File: src/rtl/mcadc_pkg.sv
package mcadc_pkg;

  typedef enum logic [2:0] {
    ST_IDLE = 3'd0,
    ST_ACQ  = 3'd1,
    ST_CONV = 3'd2,
    ST_READ = 3'd3,
    ST_DONE = 3'd4
  } rd_state_e;

  // Highest channel index converted for a given count code.
  function automatic int unsigned top_chan(input int unsigned code, input int unsigned nch);
    return (code >= nch - 1) ? nch - 1 : code;
  endfunction

endpackage

File: src/rtl/mcadc_rst_sync.sv
module mcadc_rst_sync (
  input  logic clk,
  input  logic rst_n_i,
  output logic rst_n_o
);
  logic meta_q;
  logic hold_q;

  always_ff @(posedge clk or negedge rst_n_i) begin
    if (!rst_n_i) begin
      meta_q <= 1'b0;
      hold_q <= 1'b0;
    end else begin
      meta_q <= 1'b1;
      hold_q <= meta_q;
    end
  end

  assign rst_n_o = hold_q;
endmodule

File: src/rtl/mcadc_sclk_gen.sv
module mcadc_sclk_gen #(
  parameter int SCLK_HALF = 2
) (
  input  logic clk,
  input  logic rst_n,
  input  logic run_i,
  output logic sclk_o,
  output logic fall_o
);
  localparam int CW = (SCLK_HALF > 1) ? $clog2(SCLK_HALF) : 1;

  logic [CW-1:0] cnt_q, cnt_d;
  logic          lvl_q, lvl_d;
  logic          flip;

  assign flip = run_i && (cnt_q == CW'(SCLK_HALF - 1));

  always_comb begin
    cnt_d = cnt_q;
    lvl_d = lvl_q;
    if (!run_i) begin
      cnt_d = '0;
      lvl_d = 1'b0;
    end else if (flip) begin
      cnt_d = '0;
      lvl_d = ~lvl_q;
    end else begin
      cnt_d = cnt_q + 1'b1;
    end
  end

  always_ff @(posedge clk or negedge rst_n) begin
    if (!rst_n) begin
      cnt_q <= '0;
      lvl_q <= 1'b0;
    end else begin
      cnt_q <= cnt_d;
      lvl_q <= lvl_d;
    end
  end

  assign sclk_o = lvl_q;
  assign fall_o = flip && lvl_q;
endmodule

File: src/rtl/mcadc_timer.sv
module mcadc_timer #(
  parameter int TW = 5
) (
  input  logic          clk,
  input  logic          rst_n,
  input  logic          load_i,
  input  logic [TW-1:0] load_val_i,
  output logic          done_o
);
  logic [TW-1:0] cnt_q, cnt_d;

  always_comb begin
    cnt_d = cnt_q;
    if (load_i)
      cnt_d = load_val_i;
    else if (cnt_q != '0)
      cnt_d = cnt_q - 1'b1;
  end

  always_ff @(posedge clk or negedge rst_n) begin
    if (!rst_n) cnt_q <= '0;
    else        cnt_q <= cnt_d;
  end

  assign done_o = (cnt_q == '0);
endmodule

File: src/rtl/mcadc_shift_rx.sv
module mcadc_shift_rx #(
  parameter int SLOT_BITS = 16,
  parameter int RES_BITS  = 14
) (
  input  logic                clk,
  input  logic                rst_n,
  input  logic                clear_i,
  input  logic                sample_i,
  input  logic                sdata_i,
  output logic [RES_BITS-1:0] word_o,
  output logic                slot_last_o
);
  localparam int BW = $clog2(SLOT_BITS);

  logic [BW-1:0]       bit_q, bit_d;
  logic [RES_BITS-1:0] shr_q, shr_d;
  logic                in_res;
  logic                at_end;

  assign in_res = (bit_q < BW'(RES_BITS));
  assign at_end = (bit_q == BW'(SLOT_BITS - 1));

  always_comb begin
    bit_d = bit_q;
    shr_d = shr_q;
    if (clear_i) begin
      bit_d = '0;
    end else if (sample_i) begin
      bit_d = at_end ? '0 : bit_q + 1'b1;
      if (in_res) shr_d = {shr_q[RES_BITS-2:0], sdata_i};
    end
  end

  always_ff @(posedge clk or negedge rst_n) begin
    if (!rst_n) begin
      bit_q <= '0;
      shr_q <= '0;
    end else begin
      bit_q <= bit_d;
      shr_q <= shr_d;
    end
  end

  assign word_o      = shr_q;
  assign slot_last_o = sample_i && at_end;
endmodule

File: src/rtl/mcadc_readout_ctrl.sv
module mcadc_readout_ctrl
  import mcadc_pkg::*;
#(
  parameter int NCH         = 6,
  parameter int SEL_W       = 3,
  parameter int SLOT_BITS   = 16,
  parameter int RES_BITS    = 14,
  parameter int SCLK_HALF   = 2,
  parameter int CONV_CYCLES = 2,
  parameter int ACQ_CYCLES  = 20,
  localparam int CH_W       = (NCH > 1) ? $clog2(NCH) : 1
) (
  input  logic                clk,
  input  logic                rst_n,
  input  logic                start_i,
  input  logic [SEL_W-1:0]    chan_sel_i,
  input  logic                bipolar_i,
  input  logic                sdata_i,
  output logic                conv_o,
  output logic                sclk_o,
  output logic [SEL_W-1:0]    sel_out_o,
  output logic                bip_out_o,
  output logic                busy_o,
  output logic                word_valid_o,
  output logic [RES_BITS-1:0] word_data_o,
  output logic [CH_W-1:0]     word_chan_o,
  output logic                word_twos_o
);
  localparam int TMR_MAX = (ACQ_CYCLES > CONV_CYCLES) ? ACQ_CYCLES : CONV_CYCLES;
  localparam int TW      = $clog2(TMR_MAX + 1);

  logic                rst_i_n;
  rd_state_e           st_q, st_d;
  logic [SEL_W-1:0]    sel_q;
  logic                bip_q;
  logic [CH_W-1:0]     last_q, last_d;
  logic [CH_W-1:0]     chan_q, chan_d;
  logic                accept;
  logic                tmr_load, tmr_done;
  logic [TW-1:0]       tmr_val;
  logic                run, fall, slot_last;
  logic [RES_BITS-1:0] rx_word;
  logic                vld_q;
  logic [RES_BITS-1:0] data_q;
  logic [CH_W-1:0]     wch_q;
  logic                twos_q;

  mcadc_rst_sync u_rst (
    .clk     (clk),
    .rst_n_i (rst_n),
    .rst_n_o (rst_i_n)
  );

  mcadc_timer #(.TW(TW)) u_tmr (
    .clk        (clk),
    .rst_n      (rst_i_n),
    .load_i     (tmr_load),
    .load_val_i (tmr_val),
    .done_o     (tmr_done)
  );

  mcadc_sclk_gen #(.SCLK_HALF(SCLK_HALF)) u_sclk (
    .clk    (clk),
    .rst_n  (rst_i_n),
    .run_i  (run),
    .sclk_o (sclk_o),
    .fall_o (fall)
  );

  mcadc_shift_rx #(.SLOT_BITS(SLOT_BITS), .RES_BITS(RES_BITS)) u_rx (
    .clk         (clk),
    .rst_n       (rst_i_n),
    .clear_i     (accept),
    .sample_i    (fall),
    .sdata_i     (sdata_i),
    .word_o      (rx_word),
    .slot_last_o (slot_last)
  );

  assign run = (st_q == ST_READ);

  // Sequencer next state
  always_comb begin
    st_d     = st_q;
    accept   = 1'b0;
    tmr_load = 1'b0;
    tmr_val  = '0;
    case (st_q)
      ST_IDLE: if (start_i) begin
        accept   = 1'b1;
        tmr_load = 1'b1;
        if (bipolar_i != bip_q) begin
          st_d    = ST_ACQ;
          tmr_val = TW'(ACQ_CYCLES - 1);
        end else begin
          st_d    = ST_CONV;
          tmr_val = TW'(CONV_CYCLES - 1);
        end
      end
      ST_ACQ: if (tmr_done) begin
        st_d     = ST_CONV;
        tmr_load = 1'b1;
        tmr_val  = TW'(CONV_CYCLES - 1);
      end
      ST_CONV: if (tmr_done) st_d = ST_READ;
      ST_READ: if (slot_last && (chan_q == last_q)) st_d = ST_DONE;
      ST_DONE: st_d = ST_IDLE;
      default: st_d = ST_IDLE;
    endcase
  end

  always_comb begin
    last_d = last_q;
    if (accept) last_d = CH_W'(top_chan(int'(chan_sel_i), NCH));
  end

  always_comb begin
    chan_d = chan_q;
    if (accept)         chan_d = '0;
    else if (slot_last) chan_d = chan_q + 1'b1;
  end

  always_ff @(posedge clk or negedge rst_i_n) begin
    if (!rst_i_n) begin
      st_q   <= ST_IDLE;
      sel_q  <= '0;
      bip_q  <= 1'b0;
      last_q <= '0;
      chan_q <= '0;
    end else begin
      st_q   <= st_d;
      last_q <= last_d;
      chan_q <= chan_d;
      if (accept) begin
        sel_q <= chan_sel_i;
        bip_q <= bipolar_i;
      end
    end
  end

  // Result word register
  always_ff @(posedge clk or negedge rst_i_n) begin
    if (!rst_i_n) begin
      vld_q  <= 1'b0;
      data_q <= '0;
      wch_q  <= '0;
      twos_q <= 1'b0;
    end else begin
      vld_q <= slot_last;
      if (slot_last) begin
        data_q <= rx_word;
        wch_q  <= chan_q;
        twos_q <= bip_q;
      end
    end
  end

  assign conv_o       = (st_q == ST_CONV);
  assign busy_o       = (st_q != ST_IDLE);
  assign sel_out_o    = sel_q;
  assign bip_out_o    = bip_q;
  assign word_valid_o = vld_q;
  assign word_data_o  = data_q;
  assign word_chan_o  = wch_q;
  assign word_twos_o  = twos_q;
endmodule

File: config.mk
export PLATFORM = sky130hd
export DESIGN_NAME = mcadc_readout_ctrl
export DESIGN_NICKNAME = d
export VERILOG_FILES = /design/src/rtl/mcadc_pkg.sv /design/src/rtl/mcadc_rst_sync.sv /design/src/rtl/mcadc_sclk_gen.sv /design/src/rtl/mcadc_timer.sv /design/src/rtl/mcadc_shift_rx.sv /design/src/rtl/mcadc_readout_ctrl.sv
export SDC_FILE = /design/constraint.sdc
export NUM_CORES = 1
export LEC_CHECK = 0
export BUFFER_PORTS_ARGS = -buffer_cell sky130_fd_sc_hd__buf_4
export CORE_UTILIZATION = 50
export CTS_BUF_LIST = sky130_fd_sc_hd__clkbuf_8
export DETAILED_ROUTE_END_ITERATION = 8
export PLACE_DENSITY = 0.69
export SYNTH_ARGS = -nofsm -noshare
export SYNTH_HDL_FRONTEND = slang
export SYNTH_SLANG_ARGS = --single-unit
File: constraint.sdc
create_clock -name clk -period 2.1 [get_ports clk]
set_input_delay 0.315 -clock clk [delete_from_list [all_inputs] [get_ports clk]]
set_output_delay 0.315 -clock clk [all_outputs]
set_load 0.01 [all_outputs]
* After elaboration in Yosys (flattened, before gate mapping)
Index checks and enable logic that the tools add are counted.
W data, S select, Z words.
** Word-level totals
- Bits in registers :: 59
** Operators by class
- Add/sub/neg operators :: 4
- $lt $le $gt $ge :: 2
- Eq/ne operators :: 11
- Multiplexer cells :: 26
- Bitwise gates (word level) :: 2
- Reductions and logical operators :: 13
** Operators by type and width (count)
- $mux W3 :: 7
- $mux W5 :: 4
- $mux W4 :: 3
- $pmux W3 S4 :: 1
- $pmux W5 S2 :: 1
- $mux W1 :: 8
- $ne A2 B2 Y1 const B :: 4
- $eq A3 B2 Y1 const B :: 2
- $reduce_bool A2 Y1 :: 3
- $logic_not A5 Y1 :: 1
- $reduce_bool A5 Y1 :: 1
- $sub A5 B1 Y5 const B :: 1
- $add A4 B1 Y4 const B :: 1
- $eq A4 B4 Y1 const B :: 1
- $logic_and A1 B1 Y1 :: 4
- $lt A4 B4 Y1 const B :: 1
- $reduce_and A4 Y1 :: 1
- $add A3 B1 Y3 const B :: 1
- $eq A3 B1 Y1 const B :: 1
- $eq A3 B3 Y1 :: 1
- $ge A3 B3 Y1 const B :: 1
- $logic_not A3 Y1 :: 1
- $reduce_and A3 Y1 :: 1
- $reduce_bool A3 Y1 :: 1
- 6 further kinds :: 7

* Logic depth before layout (Yosys ltp)
Gate-level depths: netlist (run 1).
- Depth after elaboration :: 7
- Mapped depth :: 7
- Depth with buffers taken out :: 6

* By module
A second synthesis (run 1) with hierarchy kept.
** Second synthesis, totals
- Cells, all modules :: 192
- Area, all modules :: 2547.4 sq um
** By module, submodules not included
- mcadc_readout_ctrl :: times used 1, cells each 103, area each 1348.8 sq um
- mcadc_shift_rx :: times used 1, cells each 53, area each 784.5 sq um
- mcadc_timer :: times used 1, cells each 27, area each 279.0 sq um
- mcadc_sclk_gen :: times used 1, cells each 6, area each 81.3 sq um
- mcadc_rst_sync :: times used 1, cells each 3, area each 53.8 sq um

* Worst setup path after synthesis (run 1)
OpenSTA, ideal clock, no wires.
- Path kind :: register -> register
- Start point :: register u_rx.bit_q[1]
- End point :: register wch_q[1] (netlist: word_chan_o[1])
- Library setup time :: 125 ps
- Data arrival time :: 1550 ps
- Required time :: 1975 ps
- Setup slack :: 425 ps
- Stages on the path, launching flop included :: 7
- Buffers on the path :: 2
- Period minus slack after synthesis :: 1675 ps
- Path through :: dfrtp_1 ha_1 and3_1 and3_1 buf_6 buf_12 mux2_4
** On the way
- Word-level cells in the longest chain between the ends :: 2
** RTL lines
- from (decl) :: line mcadc_shift_rx.sv:15 : logic [BW-1:0] bit_q, bit_d;
- from (signal assigned) :: line mcadc_shift_rx.sv:39 : bit_q <= bit_d;
- $eq A4 B4 Y1 :: line mcadc_shift_rx.sv:21 : assign at_end = (bit_q == BW'(SLOT_BITS - 1));
- $logic_and A1 B1 Y1 :: line mcadc_shift_rx.sv:45 : assign slot_last_o = sample_i && at_end;
- to (signal assigned) :: line mcadc_readout_ctrl.sv:152 : wch_q <= chan_q;
- to (decl) :: line mcadc_readout_ctrl.sv:45 : logic [CH_W-1:0] wch_q;
Every way passes these cells.
A chain may end at the register's enable or synchronous reset.

* Worst setup path in the final report (run 1)
- Start point :: register u_rx.bit_q[1]
- End point :: register data_q[1] (netlist: word_data_o[1])
** On the way
- Word-level cells in the longest chain between the ends :: 2
** RTL lines
- $eq A4 B4 Y1 :: line mcadc_shift_rx.sv:21
- $logic_and A1 B1 Y1 :: line mcadc_shift_rx.sv:45
- to (signal assigned) :: line mcadc_readout_ctrl.sv:151 : data_q <= rx_word;
- to (decl) :: line mcadc_readout_ctrl.sv:44 : logic [RES_BITS-1:0] data_q;
Every way passes these cells.

==> run summary, run 1 <==
Site Rows = 25
Largest net degree at the start of global routing = 35
Buffers & Inverters on Critical Path = 1
Die ar. = 0.00552 mm^2
Post-Synthesis Cells = 194
Fin util = 0.650
Grt ovf = 0
Final Cell Area = 0.00317 mm^2
Initial antenna violation count = 0
Required @ worst endpoint = 2320 ps
Dpl ws = 200 ps
Num CTS Buffers = 9
Starting DRT DRC Count = 110
Buffers added on ports = 33
Hold Crit Depth = 3
Met2 Resource Use GR = 0.262
Final-report hold violation count = 0
HPWL reported at the end of detailed placement = 2.91 mm
Async set-or-reset flop fraction in the synthesized netlist = 1.00
EDFF count, synth = 0
P&R area growth vs syn = 21.3%
Max-cap violations = 0
Seq/Total Area, Yosys = 0.565
Routability cong. = 0.770
DP Cell Count = 292
Critical Path Stages = 5
CP Class = flop to flop
Die height = 74.3 um
Avg WL per Cell = 13.6 um
Peak supply drop = 0.670 mV
Worst Path Arrival = 2120 ps
Global routing's busiest layer = met2
Number of global-route vias before repair = 1542
Mapped Area = 0.00261 mm^2
Worst path max stage delay = 430 ps
I/O pins = 34
Filler cell count = 396
Worst Setup Slack, final = 194 ps
Final Cycle Share = 0.908
RSZ-0062 raised after global routing = no
Share of layout cells above drive strength 1 = 0.372
TritonRoute pass-1 iters = 4
Startpoint types = flop
Register area = 0.00148 mm^2
Vias = 1556
# nets final = 248
Post-route ant nets = 0
Tmin final = 1910 ps
Top cells by area, synth = dfrtp_1, mux2_4, nand2_1
Clk Latency, worst-skew pair = 330 ps
Post-CTS sizing = 0
CTS Buffer Depth = 2
PwrDens = 1270 mW/mm^2
Worst Tran Pin Value = 551 ps
Met3 usage = 0.0610
Worst relative slew slack = 0.633
Hold Crit Class = input port to flop
First-pass GRT wire length = 7.16 mm
Clock-pin slew on the worst setup and hold paths = 70 ps
CTS tree = yes
Crit path cell chain = ha_1, and3_1, and3_1, buf_12, mux2_4
Postcts setup bufs = 0
Share of the synthesized area in the top cell type = 0.565
H-tree depth = 3
Final wirelength = 4.21 mm
Slowest cell on the critical path = dfrtp_1
Dpl cell area = 0.00292 mm^2
Worst reg2reg path depth = 5
Crit path max fanout = 17
Cell repeated most along the worst path = and3_1
CTS sink cnt = 59
Multi-input gate area in the final layout = 0.00104 mm^2
Post-synth top area cell = dfrtp_1
Synth Flop Type = dfrtp_1
Final Setup Violations = 0
Core footprint = 0.00488 mm^2
DRC viols = 0
Die width = 74.3 um
Final Max Slew Viols = 0
Status = finished, final reports clean
Vias per inst = 5.04
Top Family by Delay on Critical Path = simple AND/OR/NAND/NOR gates
Worst-case clock skew = 7.71 ps
GRT Overall Usage = 0.180
Max Clock Freq = 525 MHz
Global Route met1 Usage = 0.239
Yosys warnings = 0
Total Power = 4.01 mW
Synth Register Bits = 59
Netlist cell types = 37
# diodes = 0
Initial core utilization = 0.536
Fin cells = 309
Pleak = 1.54 nW
CP Capture Type = flop
Synth Net Count = 205
Avg Cell Area, Syn = 13.5 um^2
Setup TNS = 0 ps
Hold WS = 191 ps
CTS root buf = clkbuf_8
[worst reg2reg max path, delay by kind of cell, from the launching register on]
| family | cells | cell delay (ps) |
|---|---|---|
| buf+inv | 1 | 230 |
| mux | 1 | 320 |
| simple gates | 2 | 590 |
| fa+ha+maj | 1 | 220 |
| flops | 1 | 430 |
[Yosys cell counts (2+ instances only)]
library cell	n
dfrtp_1	59
nor3b_1	2
or3_1	2
a211oi_1	2
nor2_1	13
ha_1	3
inv_1	3
a21oi_1	10
xor2_1	3
xnor2_1	6
o21ai_0	5
nand3_1	2
buf_12	3
and2_1	2
nor3_1	4
mux2_2	5
nand2_1	23
and3_1	2
mux2_4	27
[layout make-up]
| class | count | share of cell area |
|---|---|---|
| clock buffer | 10 | 0.0434 |
| clock inverter | 6 | 0.0327 |
| inverter | 3 | 0.00355 |
| multi-input combinational | 125 | 0.327 |
| sequential | 59 | 0.466 |
| tap | 67 | 0.0264 |
| timing repair buffer | 39 | 0.101 |
[layout by cell type (no fill, tap or decap), types with 2 or more instances in the layout]
cell	netlist	routed
dfrtp_1	59	58
buf_4	1	36
mux2_4	27	27
nand2_1	23	23
nor2_1	13	13
a21oi_1	10	10
clkbuf_8	0	10
xnor2_1	6	6
o21ai_0	5	5
mux2_2	5	5
inv_1	3	4
nor3_1	4	4
xor2_1	3	3
ha_1	3	3
bufinv_16	0	3
nor3b_1	2	2
and2_1	2	2
and3_1	2	2
nand3_1	2	2
or3_1	2	2
a211oi_1	2	2
clkinv_2	0	2
buf_12	3	2
[cells by family (layout without fill, tap and decap cells)]
family	count (synthesis)	after routing	share of synthesized area
compound gates	21	21	0.0536
xor+xnor	9	9	0.0302
fa+ha+maj	3	3	0.0144
buf+inv	10	58	0.0383
flops	59	59	0.565
mux	33	33	0.180
other cells	1	1	0.00143
simple gates	58	58	0.117
[sequential cells by signal, summed over array words and instances, names as in the netlist, 4 cells and up]
register / cells
u_rx.word_o: 14
u_tmr.cnt_q: 5
u_rx.bit_q: 4
word_data_o: 14
[power by group]
group	internal, mW	total (mW)	switching [mW]	leakage (nW)
clock network	0.812	1.25	0.434	0.127
registers	1.44	1.75	0.312	0.770
logic	0.570	1.02	0.449	0.643
[timing repair]
item | 4_1_cts | 5_1_grt
hold endpoints to repair | 2 | 0
hold buffers | 1 | 0
setup endpoints to repair | 0 | 0
[metal layers]
layer | part of all wire | wire length (um) | vias to the layer above
met3 | 0.041 | 172 | 6
met2 | 0.45 | 1910 | 31
met4 | 0.016 | 67 | 0
met5 | 0 | 0 | -
li1 | - | - | 751
met1 | 0.49 | 2060 | 768
[worst paths after layout]
| path | startpoint | endpoint | slack, ps |
|---|---|---|---|
| worst max-delay path | u_rx.bit_q[1] | word_data_o[1] | 190 |
| worst min-delay path | chan_sel_i[0] | sel_out_o[0] | 190 |
| worst max register to register | u_rx.bit_q[1] | word_data_o[1] | 190 |
| worst min register to register | u_rst.rst_n_o | word_data_o[0] | 250 |
| max in group asynchronous | u_rst.rst_n_o | sel_out_o[1] | 1280 |
| min in group asynchronous | u_rst.rst_n_o | word_data_o[0] | 250 |
Power figures use the tool's default switching activity.
==> run 2, diff against run 1 <==
- HOLD_SLACK_MARGIN: default -> 0.12
- REMOVE_ABC_BUFFERS: default -> 1
==> run summary, run 2 (synthesis gave the netlist of run 1 again) <==
Met3 WL = 211 um
Post-CTS sizing = 0
Slowest cell on the critical path = dfrtp_1
Internal = 2.73 mW
First-pass GRT wire length = 7.27 mm
Clk Latency, worst-skew pair = 330 ps
CTS Buffer Depth = 2
Top Family by Delay on Critical Path = flip-flops
Worst-case clock skew = 4.03 ps
Max-cap violations = 0
Initial antenna violation count = 0
Met2 WL = 1.97 mm
CTS root buf = clkbuf_8
DRC viols = 0
Peak supply drop = 0.680 mV
P&R area growth vs syn = 20.3%
Die width = 74.3 um
Grt ovf = 0
Final Max Slew Viols = 0
Initial core utilization = 0.536
Buffers & Inverters on Critical Path = 1
Final-report hold violation count = 0
TritonRoute pass-1 iters = 4
Most frequent cells in the layout = dfrtp_1, buf_4, mux2_4
Die height = 74.3 um
Startpoint types = flop
Max layer used = met4
Final Cell Area = 0.00315 mm^2
Share of layout cells above drive strength 1 = 0.372
Tmin final = 1750 ps
Status = finished, final reports clean
CTS tree = yes
Register area = 0.00148 mm^2
Routability cong. = 0.825
Worst Path Arrival = 1960 ps
# diodes = 0
Number of global-route vias before repair = 1512
Core footprint = 0.00488 mm^2
Pleak = 1.52 nW
Switching Fraction = 0.302
PwrDens = 1240 mW/mm^2
Largest net degree at the start of global routing = 58
Filler cell count = 387
# nets final = 248
I/O pins = 34
Total Power = 3.91 mW
Crit path max fanout = 22
CTS sink cnt = 59
Starting DRT DRC Count = 76
Final Setup Violations = 0
Crit path cell chain = ha_1, and3_1, and3_1, buf_12, mux2_2
Sw power = 1.18 mW
H-tree depth = 3
Setup TNS = 0 ps
Clock-pin slew on the worst setup and hold paths = 60 ps
Num CTS Buffers = 9
Buffers added on ports = 33
Site Rows = 25
Final Cycle Share = 0.833
CP Capture Type = flop
Post-route ant nets = 0
Die ar. = 0.00552 mm^2
Vias = 1556
Worst path max stage delay = 440 ps
DRT met1 WL = 2.09 mm
Most common library cell in the layout ignoring fill and taps = dfrtp_1
Seq pwr share = 0.443
HPWL reported at the end of detailed placement = 2.85 mm
Clock power frac = 0.294
Dpl cell area = 0.00291 mm^2
Combinational fraction of design power = 0.263
RSZ-0062 raised after global routing = no
Max Clock Freq = 571 MHz
Cts hold-fix bufs = 1
Vias per inst = 5.04
Worst Tran Pin Value = 700 ps
Final wirelength = 4.34 mm
Hold WS = 196 ps
GRT Overall Usage = 0.183
CP Class = flop to flop
Postcts setup bufs = 0
Worst relative slew slack = 0.534
Hold Crit Class = input port to flop
Cell repeated most along the worst path = and3_1
Required @ worst endpoint = 2310 ps
Multi-input gate area in the final layout = 0.00104 mm^2
Avg WL per Cell = 14.0 um
## run 2: changes by cell type in the layout (fill, tap and decap cells not counted), sizes merged
| cell | change |
|---|---|
| clkinv | -1 |
| clkinvlp | +1 |
| bufinv | -1 |
| clkbuf | +1 |
## run 2: worst paths after layout
kind	from	endpoint	slack [ps]	cells past startpoint
worst max-delay path	u_rx.bit_q[1]	word_chan_o[0]	350	5
worst min-delay path	chan_sel_i[0]	sel_out_o[0]	200	3
worst max register to register	u_rx.bit_q[1]	word_chan_o[0]	350	5
worst min register to register	u_rst.meta_q	u_rst.rst_n_o	360	0
max in group asynchronous	u_rst.rst_n_o	word_data_o[11]	1240	1
min in group asynchronous	rst_n	u_rst.meta_q	300	2
## run 2: area by class of cell
class                           count  area share
Clock inverter                      5      0.0243
Tap cell                           67      0.0267
Clock buffer                       11      0.0481
Multi-Input combinational cell    125       0.330
Inverter                            3     0.00358
Sequential cell                    59       0.470
Timing Repair Buffer               39      0.0979
## run 2: tightest hold or removal path, delay by kind of cell
kind	cells	cell delay, ps
and+or+nand+nor	2	90
buffers and inverters	1	90
## run 2: per-stage QoR
stage | setup WS, ps | instances | util
global placement | 402 | 292 | 0.596
global route | 110 | 309 | 0.645
floorplan | -78.1 | 187 | -
CTS | 342 | 309 | 0.645
detailed placement | 354 | 292 | 0.596
finish | 350 | 309 | 0.645
## run 2: layer usage
layer / vias up / GRT usage
li1: 756 / -
met1: 760 / 0.243
met2: 32 / 0.265
met3: 8 / 0.0840
met4: 0 / 0.0650
met5: - / 0
## run 2: power groups by stage
stage / clock network [mW] / logic (mW) / registers (mW)
6_report: 1.15 / 1.03 / 1.73
3_3_place_gp: 0 / 1.01 / 1.75
4_1_cts: 1.18 / 1.05 / 1.74
2_1_floorplan: 0 / 0.727 / 1.74
5_1_grt: 1.24 / 1.17 / 1.78
3_5_place_dp: 0 / 1.04 / 1.76
==> run 3, diff against run 2 <==
- clock period: 2.1 -> 1.76 ns (I/O delays scaled with it)
==> run summary, run 3 (synthesis gave the netlist of run 1 again) <==
Core footprint = 0.00488 mm^2
# nets final = 255
TritonRoute pass-1 iters = 4
Final Max Slew Viols = 0
Grt ovf = 0
Num CTS Buffers = 9
First-pass GRT wire length = 7.56 mm
Worst Setup Slack, final = 77.6 ps
Site Rows = 25
Startpoint types = flop
Max Clock Freq = 594 MHz
Largest net degree at the start of global routing = 43
Number of global-route vias before repair = 1558
Most frequent cells in the layout = dfrtp_1, buf_4, mux2_4
Initial core utilization = 0.536
Vias = 1582
CTS root buf = clkbuf_8
Cell repeated most along the worst path = and3_1
Hold Crit Depth = 3
Final Cycle Share = 0.956
Die ar. = 0.00552 mm^2
Die width = 74.3 um
Required @ worst endpoint = 2000 ps
Critical Path Start = u_rx.bit_q[0]
Most common library cell in the layout ignoring fill and taps = dfrtp_1
Worst reg2reg path depth = 6
Pleak = 1.54 nW
P&R area growth vs syn = 21.7%
Dpl ws = 102 ps
PwrDens = 1410 mW/mm^2
Vias per inst = 5.02
Worst r2r dst = st_q[1]
RR Startpoint = u_rx.bit_q[0]
Share of layout cells above drive strength 1 = 0.395
RSZ-0062 raised after global routing = no
Starting DRT DRC Count = 80
Buffers & Inverters on Critical Path = 1
Max-cap violations = 0
Flop2flop setup slack = 80 ps
Avg WL per Cell = 14.3 um
Hold Crit Class = input port to flop
Slowest cell on the critical path = dfrtp_1
Top Family by Delay on Critical Path = simple AND/OR/NAND/NOR gates
Routability cong. = 0.795
I/O pins = 34
CP Class = flop to flop
Clk Latency, worst-skew pair = 330 ps
Worst-case clock skew = 12.6 ps
Worst path max stage delay = 380 ps
Final Setup Violations = 0
H-tree depth = 3
Peak supply drop = 0.822 mV
Initial antenna violation count = 0
# diodes = 0
Hold Path End = bip_out_o
Crit path cell chain = ha_1, and3_1, and3_1, buf_12, and4_1, nor3_1
Final-report hold violation count = 0
Total Power = 4.48 mW
CP Capture Type = flop
Status = finished, final reports clean
CTS Buffer Depth = 2
GRT Overall Usage = 0.189
Hold_sp = bipolar_i
Final wirelength = 4.50 mm
Clock-pin slew on the worst setup and hold paths = 70 ps
DRC viols = 0
Post-route ant nets = 0
Buffers added on ports = 33
Crit path max fanout = 22
Tmin final = 1680 ps
Die height = 74.3 um
Worst Path Arrival = 1920 ps
CTS tree = yes
HPWL reported at the end of detailed placement = 3.02 mm
CTS sink cnt = 59
Critical Path Stages = 6
[run 3: cell types whose count changed in the layout (fill, tap and decap cells not counted), sizes merged]
cell / previous run / this run
inv: 4 / 3
clkinv: 1 / 3
clkinvlp: 1 / 2
clkbuf: 11 / 10
buf: 38 / 45
bufinv: 2 / 0
[run 3: per-layer routing]
metal	track usage	routed length, um	vias to the layer above
li1	-	-	768
met4	0.0818	81	0
met2	0.283	2070	35
met1	0.256	2140	772
met3	0.0610	203	7
met5	0	0	-
[run 3: metrics by stage]
step	instances	utilization	hold slack, ps	cell area, um^2	setup TNS [ps]
finish	315	0.652	154	3180	0
global route	315	0.652	150	3180	0
CTS	314	0.649	145	3170	0
detailed placement	298	0.613	47.8	2990	0
global placement	298	0.613	46.7	2990	0
floorplan	187	-	-31.6	2520	-8540
[run 3: how the worst max path moves through the flow]
stage               endpoint
finish               st_q[1]
CTS                   busy_o
floorplan            st_q[0]
global route         st_q[0]
detailed placement   st_q[1]
global placement     st_q[0]
[run 3: what timing repair did]
item	in CTS	in global routing
endpoints found under the setup margin	0	3
hold buffers	1	0
resized for setup	0	2
setup buffers	0	1
hold endpoints to repair	2	0
[run 3: layout make-up]
cell class	instances	area, um^2
sequential	59	1480
clock inverter	5	30.0
multi-input combinational	125	1040
clock buffer	10	138
tap	67	83.8
timing repair buffer	46	398
fill	400	1700
inverter	3	11.3
[run 3: worst reg2reg max path, cell delays in order (launching register included)]
cell and delay (ps):
dfrtp_1 380, ha_1 220, and3_1 210, and3_1 210, buf_12 170, and4_1 210
nor3_1 180
[run 3: power by group]
| group | switching (mW) | total, mW | internal, mW |
|---|---|---|---|
| sequential | 0.340 | 2.05 | 1.71 |
| clock | 0.513 | 1.05 | 0.532 |
| combinational | 0.605 | 1.38 | 0.772 |
